===== src/rtl/trig_ctl_pkg.sv =====
package trig_ctl_pkg;
  localparam int unsigned PRIV_W = 2;
  localparam logic [PRIV_W-1:0] PRIV_M = 2'd3;
  localparam int unsigned CSR_AW = 12;
endpackage


===== src/rtl/trig_csr_dec.sv =====
module trig_csr_dec #(
  parameter int unsigned XLEN     = 32,
  parameter int unsigned AW       = 12,
  parameter logic [AW-1:0] ADDR   = 12'h7A5,
  parameter int unsigned MTE_BIT  = 3,
  parameter int unsigned MPTE_BIT = 7
) (
  input  logic [AW-1:0]   addr_i,
  input  logic            we_i,
  input  logic [XLEN-1:0] wdata_i,
  input  logic            mte_i,
  input  logic            mpte_i,
  output logic            hit_o,
  output logic            wr_en_o,
  output logic            wr_mte_o,
  output logic            wr_mpte_o,
  output logic [XLEN-1:0] rdata_o
);
  logic unused_wdata;
  assign unused_wdata = ^wdata_i;

  assign hit_o     = (addr_i == ADDR);
  assign wr_en_o   = hit_o & we_i;
  assign wr_mte_o  = wdata_i[MTE_BIT];
  assign wr_mpte_o = wdata_i[MPTE_BIT];

  always_comb begin
    rdata_o = '0;
    if (hit_o) begin
      rdata_o[MTE_BIT]  = mte_i;
      rdata_o[MPTE_BIT] = mpte_i;
    end
  end
endmodule


===== src/rtl/trig_mte_state.sv =====
module trig_mte_state (
  input  logic clk_i,
  input  logic rst_ni,
  input  logic trap_m_i,
  input  logic mret_i,
  input  logic wr_en_i,
  input  logic wr_mte_i,
  input  logic wr_mpte_i,
  output logic mte_o,
  output logic mpte_o
);
  logic mte_q, mpte_q, mte_d, mpte_d;

  // events outrank software writes; trap outranks return
  always_comb begin
    mte_d  = mte_q;
    mpte_d = mpte_q;
    if (trap_m_i) begin
      mpte_d = mte_q;
      mte_d  = 1'b0;
    end else if (mret_i) begin
      mte_d  = mpte_q;
    end else if (wr_en_i) begin
      mte_d  = wr_mte_i;
      mpte_d = wr_mpte_i;
    end
  end

  always_ff @(posedge clk_i or negedge rst_ni) begin
    if (!rst_ni) begin
      mte_q  <= 1'b0;
      mpte_q <= 1'b0;
    end else begin
      mte_q  <= mte_d;
      mpte_q <= mpte_d;
    end
  end

  assign mte_o  = mte_q;
  assign mpte_o = mpte_q;
endmodule


===== src/rtl/trig_match_qual.sv =====
module trig_match_qual
  import trig_ctl_pkg::*;
#(
  parameter int unsigned ACT_W = 4
) (
  input  logic [PRIV_W-1:0] priv_cur_i,
  input  logic [PRIV_W-1:0] priv_prev_i,
  input  logic              use_prev_i,
  input  logic [ACT_W-1:0]  action_i,
  input  logic              mode_match_i,
  input  logic              extra_match_i,
  input  logic              mte_i,
  output logic              match_o
);
  logic [PRIV_W-1:0] priv_sel;
  logic              below_m, m_ok;

  assign priv_sel = use_prev_i ? priv_prev_i : priv_cur_i;
  assign below_m  = (priv_sel < PRIV_M);
  assign m_ok     = (|action_i) | mte_i;
  assign match_o  = mode_match_i & extra_match_i & (below_m | m_ok);
endmodule


===== src/rtl/trig_mte_ctl.sv =====
module trig_mte_ctl
  import trig_ctl_pkg::*;
#(
  parameter int unsigned XLEN     = 32,
  parameter int unsigned ACT_W    = 4,
  parameter logic [11:0] CSR_ADDR = 12'h7A5,
  parameter int unsigned MTE_BIT  = 3,
  parameter int unsigned MPTE_BIT = 7,
  parameter bit          HAS_TRIG = 1'b1
) (
  input  logic              clk_i,
  input  logic              rst_ni,
  input  logic [11:0]       csr_addr_i,
  input  logic              csr_we_i,
  input  logic [XLEN-1:0]   csr_wdata_i,
  output logic [XLEN-1:0]   csr_rdata_o,
  output logic              csr_hit_o,
  input  logic              trap_m_i,
  input  logic              mret_i,
  input  logic [1:0]        priv_cur_i,
  input  logic [1:0]        priv_prev_i,
  input  logic              use_prev_i,
  input  logic [ACT_W-1:0]  action_i,
  input  logic              mode_match_i,
  input  logic              extra_match_i,
  output logic              match_o
);
  logic wr_en, wr_mte, wr_mpte;
  logic mte_q, mpte_q;

  trig_csr_dec #(
    .XLEN(XLEN), .AW(CSR_AW), .ADDR(CSR_ADDR),
    .MTE_BIT(MTE_BIT), .MPTE_BIT(MPTE_BIT)
  ) u_dec (
    .addr_i   (csr_addr_i),
    .we_i     (csr_we_i),
    .wdata_i  (csr_wdata_i),
    .mte_i    (mte_q),
    .mpte_i   (mpte_q),
    .hit_o    (csr_hit_o),
    .wr_en_o  (wr_en),
    .wr_mte_o (wr_mte),
    .wr_mpte_o(wr_mpte),
    .rdata_o  (csr_rdata_o)
  );

  if (HAS_TRIG) begin : g_state
    trig_mte_state u_state (
      .clk_i    (clk_i),
      .rst_ni   (rst_ni),
      .trap_m_i (trap_m_i),
      .mret_i   (mret_i),
      .wr_en_i  (wr_en),
      .wr_mte_i (wr_mte),
      .wr_mpte_i(wr_mpte),
      .mte_o    (mte_q),
      .mpte_o   (mpte_q)
    );
  end else begin : g_tied
    logic unused_state;
    assign unused_state = ^{clk_i, rst_ni, trap_m_i, mret_i, wr_en, wr_mte, wr_mpte};
    assign mte_q  = 1'b0;
    assign mpte_q = 1'b0;
  end

  trig_match_qual #(.ACT_W(ACT_W)) u_qual (
    .priv_cur_i   (priv_cur_i),
    .priv_prev_i  (priv_prev_i),
    .use_prev_i   (use_prev_i),
    .action_i     (action_i),
    .mode_match_i (mode_match_i),
    .extra_match_i(extra_match_i),
    .mte_i        (mte_q),
    .match_o      (match_o)
  );
endmodule


===== config.mk =====
export PLATFORM = sky130hd
export DESIGN_NAME = trig_mte_ctl
export DESIGN_NICKNAME = d
export VERILOG_FILES = /design/src/rtl/trig_ctl_pkg.sv /design/src/rtl/trig_csr_dec.sv /design/src/rtl/trig_mte_state.sv /design/src/rtl/trig_match_qual.sv /design/src/rtl/trig_mte_ctl.sv
export SDC_FILE = /design/constraint.sdc
export NUM_CORES = 1
export LEC_CHECK = 0
export ABC_AREA = 0
export BUFFER_PORTS_ARGS = -buffer_cell sky130_fd_sc_hd__buf_2
export CAP_MARGIN = 20
export CELL_PAD_IN_SITES_DETAIL_PLACEMENT = 0
export CELL_PAD_IN_SITES_GLOBAL_PLACEMENT = 2
export CORE_MARGIN = 5
export CORE_UTILIZATION = 10
export CTS_BUF_LIST = sky130_fd_sc_hd__clkbuf_8 sky130_fd_sc_hd__clkbuf_16
export CTS_CLUSTER_DIAMETER = 200
export CTS_CLUSTER_SIZE = 25
export DETAILED_ROUTE_END_ITERATION = 8
export GPL_ROUTABILITY_DRIVEN = 0
export PLACE_DENSITY_LB_ADDON = 0.08
export SYNTH_ARGS = -nofsm -noshare
export SYNTH_HDL_FRONTEND = slang
export SYNTH_HIERARCHICAL = 1
export SYNTH_SLANG_ARGS = --single-unit

===== constraint.sdc =====
create_clock -name clk_i -period 2.3 [get_ports clk_i]
set_input_delay 0.115 -clock clk_i [delete_from_list [all_inputs] [get_ports clk_i]]
set_output_delay 0.115 -clock clk_i [all_outputs]
set_load 0.03 [all_outputs]

==> results of run 1 <==
## report_power, final
group | leakage (uW) | internal, uW | switching, uW
Combinational | 0.000292 | 28.9 | 85.8
Sequential | 0.0000264 | 38.1 | 3.16
Clock | 0.0000216 | 110 | 25.3
Total | 0.000340 | 178 | 114
## path summary, 6_finish.rpt
| path | cells past startpoint | end | slack (ns) | start |
|---|---|---|---|---|
| min reg2reg | 2 | g_state.u_state/mpte_o | 0.60 | g_state.u_state/mte_o |
| max in group asynchronous | 2 | g_state.u_state/mpte_o | 1.97 | rst_ni |
| max reg2reg | 2 | g_state.u_state/mte_o | 1.45 | g_state.u_state/mte_o |
| min in group asynchronous | 2 | g_state.u_state/mte_o | 0.23 | rst_ni |
| min | 2 | g_state.u_state/mte_o | 0.11 | trap_m_i |
| max | 5 | g_state.u_state/mte_o | 0.89 | csr_addr_i[3] |
## layout make-up
type,instances,area share
Timing Repair Buffer,34,0.2632
Inverter,3,0.01692
Tap cell,67,0.1259
Clock buffer,3,0.06203
Sequential cell,2,0.07519
Multi-Input combinational cell,54,0.4568
## logic make-up (layout without fill, tap and decap cells)
logic type / Yosys count / after routing / share of synthesized area
compound gates: 4 / 4 / 0.06549
flops: 2 / 2 / 0.1008
simple gates: 19 / 19 / 0.2997
other cells: 1 / 30 / 0.007549
mux: 1 / 1 / 0.02015
buf+inv: 35 / 40 / 0.5063
## metrics by stage
step,setup slack [ns],cell area [um2],instances,utilization,power [uW]
after global placement,0.6922,614.3,159,0.1284,154.1
after global routing,0.7099,665.6,163,0.1391,313.5
final,0.8903,665.6,163,0.1391,291.8
after floorplan,0.8202,605.6,91,-,162.9
after CTS,0.8871,665.6,163,0.1391,296.3
after detailed placement,0.6761,614.3,159,0.1284,154.3
## flip-flops by register name, summed over array words and instances (netlist names)
name / flops
g_state.u_state/mte_o: 1
g_state.u_state/mpte_o: 1
## metal layers
| metal | up-vias | global-route usage |
|---|---|---|
| met3 | 2 | 0.03139 |
| met1 | 168 | 0.05378 |
| li1 | 222 | - |
| met4 | 0 | 0.01520 |
| met2 | 50 | 0.06291 |
| met5 | - | 0 |
## layout by cell type, fill, tap and decap left out
master         Yosys  routed
buf_2              0      33
conb_1             1      30
nand4bb_1          6       6
clkbuf_8           0       3
inv_1              3       3
nand2_1            3       3
nor4_1             3       3
nor2b_1            2       2
dfrtp_1            2       2
nor3_1             2       2
mux2i_1            1       1
a211oi_2           1       1
o311ai_1           1       1
dlygate4sd3_1      0       1
nand4b_2           1       1
nor2_1             1       1
nand3_2            1       1
o21ai_1            1       1
a31oi_1            1       1
==> impl_results.md, run 1 <==
* Highest Clock Rate at 709.4 MHz
* Leakage at 0.0003404 uW
* Worst path required time at approximately 2.4 ns
* Synth warn at 6
* Rows at 25
* Worst-Skew Late Latency at roughly 0.21 ns
* Die span in y at a little over 80 um
* Slew headroom at 0.5312
* Worst VDD drop at about 0.12 mV
* Register area share after synthesis at 0.1008
* Hold Fails Final Rpt at 0
* Primary FF master, synth: dfrtp_1
* Distinct cells, synth at 17
* Ys async rst share at 1.000
* Layout cell share with drive strength beyond 1 at 0.4063
* Final Cycle Share at 0.6129
* Setup TNS at 0 ns
* First drt pass iteration count at 2
* Skew final at 0.002401 ns
* Number of flops mapped to enable cells by yosys at 0
* CP peak stage delay at around 0.64 ns
* Final setup vio count at 0
* Reg area at 50.05 um2
* Top layer in use: met4
* Critical-path top delay cell: nor4_1
* Setup bufs post-CTS at 0
* Synth area leaders: buf_4, nand4bb_1, dfrtp_1
* PwrDens at 438.4 nW/um2
* Core area at roughly 4800 um2
* RSZ-0062 raised after global routing: false
* Clk buf depth at 2
* Critical path endpoint category: flip-flop
* I/O Pins at 94
* Area of the multi-input gates at approximately 300 um2
* Fillers at 565
* Overall Global Routing Usage at 0.04503
* Top cells by count, synth: buf_4, nand4bb_1, inv_1, nand2_1, nor4_1
* Critical-path cell list: buf_2, nand4bb_1, nor4_1, mux2i_1, a211oi_2
* Wirelength per Cell at 8.896 um
* Post_cts resized at 0
* GR Overflow Total at 0
* Mean Syn Cell Area at 8.012 um2
* Synthesized instance count at 62
* Die X-Extent at slightly above 80 um
* Clock buffer count from CTS at 3
* Antenna Violating Nets Remaining at 0
* H-tree Lvls at 1
* I/O Buffers at 33
* Post-synthesis cell area at 496.7 um2
* Hold Slack at roughly 0.11 ns
* Top-count cell post-synth: buf_4
* Buf/Inv on CP at 1
* Crit Path Max Fanout at 4
* Routed wire length at roughly 1.5 mm
* Routed wl met2 at 538 um
* Final slew viol count at 0
* Status: completed
* First-pass GRT wire length at 2.194 mm
* Starting DRC count in detailed routing at 5
* Net total in the final layout at around 160
* Vias at 442
* CTS sink count at 2
* DIE AREA at roughly 6500 um2
* Max_cap viols at 0
* Syn-to-layout area delta at 34.01%
* Initial Util at 0.1038
* Antenna violations before repair at 0
* CTS root buf: clkbuf_8
* DRC at 0
* Pin count of the biggest net entering global routing at 5
* WS Path Type: primary input to flip-flop
* Worst-Margin Slew at 0.6968 ns
* Via-per-instance ratio at 2.712
* Top cell type's share of synthesized area at 0.4836
* Hold Buf Count CTS at 1
* Post-DP HPWL at 1.320 mm
* WL met3 at 305 um
* WP data arrival at 1.53 ns
* Vias in the first global route at 447
* Largest area contributor in the netlist: buf_4
* Post-Route M1 WL at around 600 um
* Period minus WS final at 1.410 ns
* Worst Hold Class: primary input to flip-flop
* TritonCTS clock tree: done
* Diode count at 0
* #FFs+latches synth at 2
* Worst-path clk slew at 0.03 ns
* Crit path launch type: primary input
* Crit-path leading delay family: simple AND/OR/NAND/NOR gates
No activity file was read; power rests on OpenSTA's default activity.
==> run 2: changes to the inputs <==
==> constraint.sdc (replaced) <==
create_clock -name clk_i -period 1.2 [get_ports clk_i]
set_input_delay 0.06 -clock clk_i [delete_from_list [all_inputs] [get_ports clk_i]]
set_output_delay 0.06 -clock clk_i [all_outputs]
set_load 0.03 [all_outputs]
==> run 2 against run 1 <==
  * Non-clock buffer count increased by 5
  * Register-to-register slack lost 1.1 ns
  * Sequential power increased by 85%
  * Wire length is 10% higher
  * Final cell count rose by 3.1%
  * Via count grew 6.6%
  * Clock power up 92%
  * Flip-flop and latch count unchanged
  * Die area unchanged
  * Total power up 97%
  * Utilization is 1.3 points higher
==> impl_results.md, run 2 (synthesis results as in run 1) <==
* Placed insts at 163 (+2.5%)
* CTS root buf: clkbuf_8
* TritonCTS clock tree: done
* Worst Hold Class: primary input to flip-flop
* DIE AREA at 6477 um2 (unchanged)
* Clock buffer count from CTS at 3 (unchanged)
* Period minus WS final at approximately 1.1 ns
* GR Layer Usage met3 at 0.02803 (-0.003363)
* Critical-path cell list: buf_4, nor2_2, a31oi_1, buf_4
* WS Path Type: flip-flop to primary output
* CTS sink count at 2 (unchanged)
* Final Non-Filler Cells at 168 (+3.1%)
* DRC at 0 (unchanged)
* Critical-path top delay cell: dfrtp_1
* Antenna Violating Nets Remaining at 0 (unchanged)
* First drt pass iteration count at 2 (unchanged)
* Via-per-instance ratio at 2.804 (+3.4%)
* Status: completed
* Antenna violations before repair at 0 (unchanged)
* First-pass GRT wire length at 2.352 mm (+7.2%)
* I/O Pins at 94 (unchanged)
* Routed wire length at 1.602 mm (+10%)
* Hold endpoint: g_state.u_state/mte_o
* Hold_sp: trap_m_i
* Worst-Skew Late Latency at 0.21 ns (about the same)
* Worst-path clk slew at 0.03 ns (about the same)
* Layout cell share with drive strength beyond 1 at 0.4653 (+0.05910)
* PwrDens at 791.7 nW/um2 (+81%)
* Worst Hold Path Cells at 2 (unchanged)
* Wirelength per Cell at 9.536 um (+7.2%)
* Final slew viol count at 0 (unchanged)
* Starting DRC count in detailed routing at 5 (unchanged)
* Skew final at 0.003315 ns (+0.0009140 ns)
* Critical path's most frequent cell: buf_4
* Post-Layout Inst Area at 725.7 um2 (+9.0%)
* Hold Fails Final Rpt at 0 (unchanged)
* Overall Global Routing Usage at 0.04759 (+0.002553)
* Critical path endpoint category: primary output
* Syn-to-layout area delta at 46.10%
* Leakage at 0.0003652 uW (+7.3%)
* Pin count of the biggest net entering global routing at 5 (unchanged)
* Worst path required time at 1.14 ns (-1.28 ns)
* Placed Area at 656.9 um2 (+6.9%)
* Max_cap viols at 0 (unchanged)
* WP data arrival at 1.06 ns (-0.47 ns)
* Reg-to-reg startpoint: g_state.u_state/mte_o
* H-tree Lvls at 1 (unchanged)
* Vias in the first global route at 510 (+14%)
* Final worst slack at 0.08438 ns (-0.8059 ns)
* Final Cycle Share at 0.9297
* RSZ-0062 raised after global routing: true
* Net total in the final layout at 163 (+3.2%)
* Die span in y at 80.48 um (unchanged)
* Initial Util at 0.1038 (unchanged)
* FF-to-FF setup slack at 0.31 ns (-1.14 ns)
* Reg2reg end: g_state.u_state/mte_o
* R2R cell count at 3 (+1)
* Die X-Extent at 80.48 um (unchanged)
* Crit path launch type: flip-flop
* Post-DP HPWL at 1.472 mm (+12%)
* CP peak stage delay at 0.37 ns (-0.27 ns)
* Core area at 4786 um2 (unchanged)
* Crit Path Max Fanout at 3 (-1)
* Top Usage Layer GRT: met2
* Final setup vio count at 0 (unchanged)
* Diode count at 0 (unchanged)
* Vias at 471 (+6.6%)
* Highest Clock Rate at 896.4 MHz
* Worst VDD drop at 0.3543 mV (+190%)
* Rows at 25 (unchanged)
* Met2 Usage GRT at 0.08609 (+0.02318)
* Met1 usage at 0.04648 (-0.007304)
* I/O Buffers at 33 (unchanged)
* Worst slack, placed at -0.1049 ns (-0.7810 ns)
* Clk buf depth at 2 (unchanged)
* Most frequent cells in the layout: buf_2, conb_1, buf_4
* GR Overflow Total at 0 (unchanged)
-- run 2: cell types whose count changed in the layout (fill, tap and decap cells not counted), sizes merged --
cell | before | now
buf | 33 | 38
-- run 2: power breakdown --
part | switching (uW) | internal (uW)
Sequential | 3.38 | 73.1
Combinational | 171 | 65.2
Clock | 49.6 | 212
Total | 224 | 350
-- run 2: worst max-delay path, delay by kind of cell, from the launching register on --
| family | cells | cell delay, ns |
|---|---|---|
| buffers and inverters | 2 | 0.33 |
| flip-flops | 1 | 0.37 |
| AO/OA/AOI/OAI | 1 | 0.07 |
| AND/OR/NAND/NOR | 1 | 0.07 |
-- run 2: layer usage --
metal	up-vias	routed length (um)	part of all wire
li1	230	-	-
met1	209	583	0.36
met2	32	803	0.50
met3	0	215	0.13
met4	0	0	0
met5	-	0	0
-- run 2: per-stage QoR --
| step | power [uW] | utilization | setup TNS [ns] | hold WS (ns) |
|---|---|---|---|---|
| global route | 609.2 | 0.1516 | -0.04263 | 0.05996 |
| floorplan | 313.7 | - | -0.004801 | -0.2356 |
| CTS | 577.7 | 0.1480 | 0 | 0.05238 |
| finish | 574.5 | 0.1516 | 0 | 0.05672 |
| detailed placement | 303.0 | 0.1373 | -0.1315 | -0.1526 |
| global placement | 302.9 | 0.1373 | -0.1877 | -0.1527 |
-- run 2: what timing repair did --
item,in CTS,in global routing
buffers inserted,0,1
endpoints found under the hold margin,2,0
resized for setup,0,7
endpoints found under the setup margin,0,3
hold buffers,1,0
-- run 2: layout make-up --
type                    count  area [um2]
well taps                  67       83.83
inverters                   3       11.26
fillers                   567        4060
repair buffers             39       220.2
clock buffers               3       41.29
flip-flops and latches      2       50.05
multi-input cells          54       319.1
-- run 2: worst max path at each step --
stage,start,end,slack (ns),depth (start not counted)
after floorplan,csr_addr_i[3],g_state.u_state/mte_o,-0.005,4
after global placement,csr_addr_i[3],g_state.u_state/mte_o,-0.13,6
after detailed placement,csr_addr_i[3],g_state.u_state/mte_o,-0.10,6
after CTS,g_state.u_state/mpte_o,csr_rdata_o[7],0.02,3
after global routing,g_state.u_state/mte_o,csr_rdata_o[3],-0.04,3
final,g_state.u_state/mte_o,match_o,0.08,4
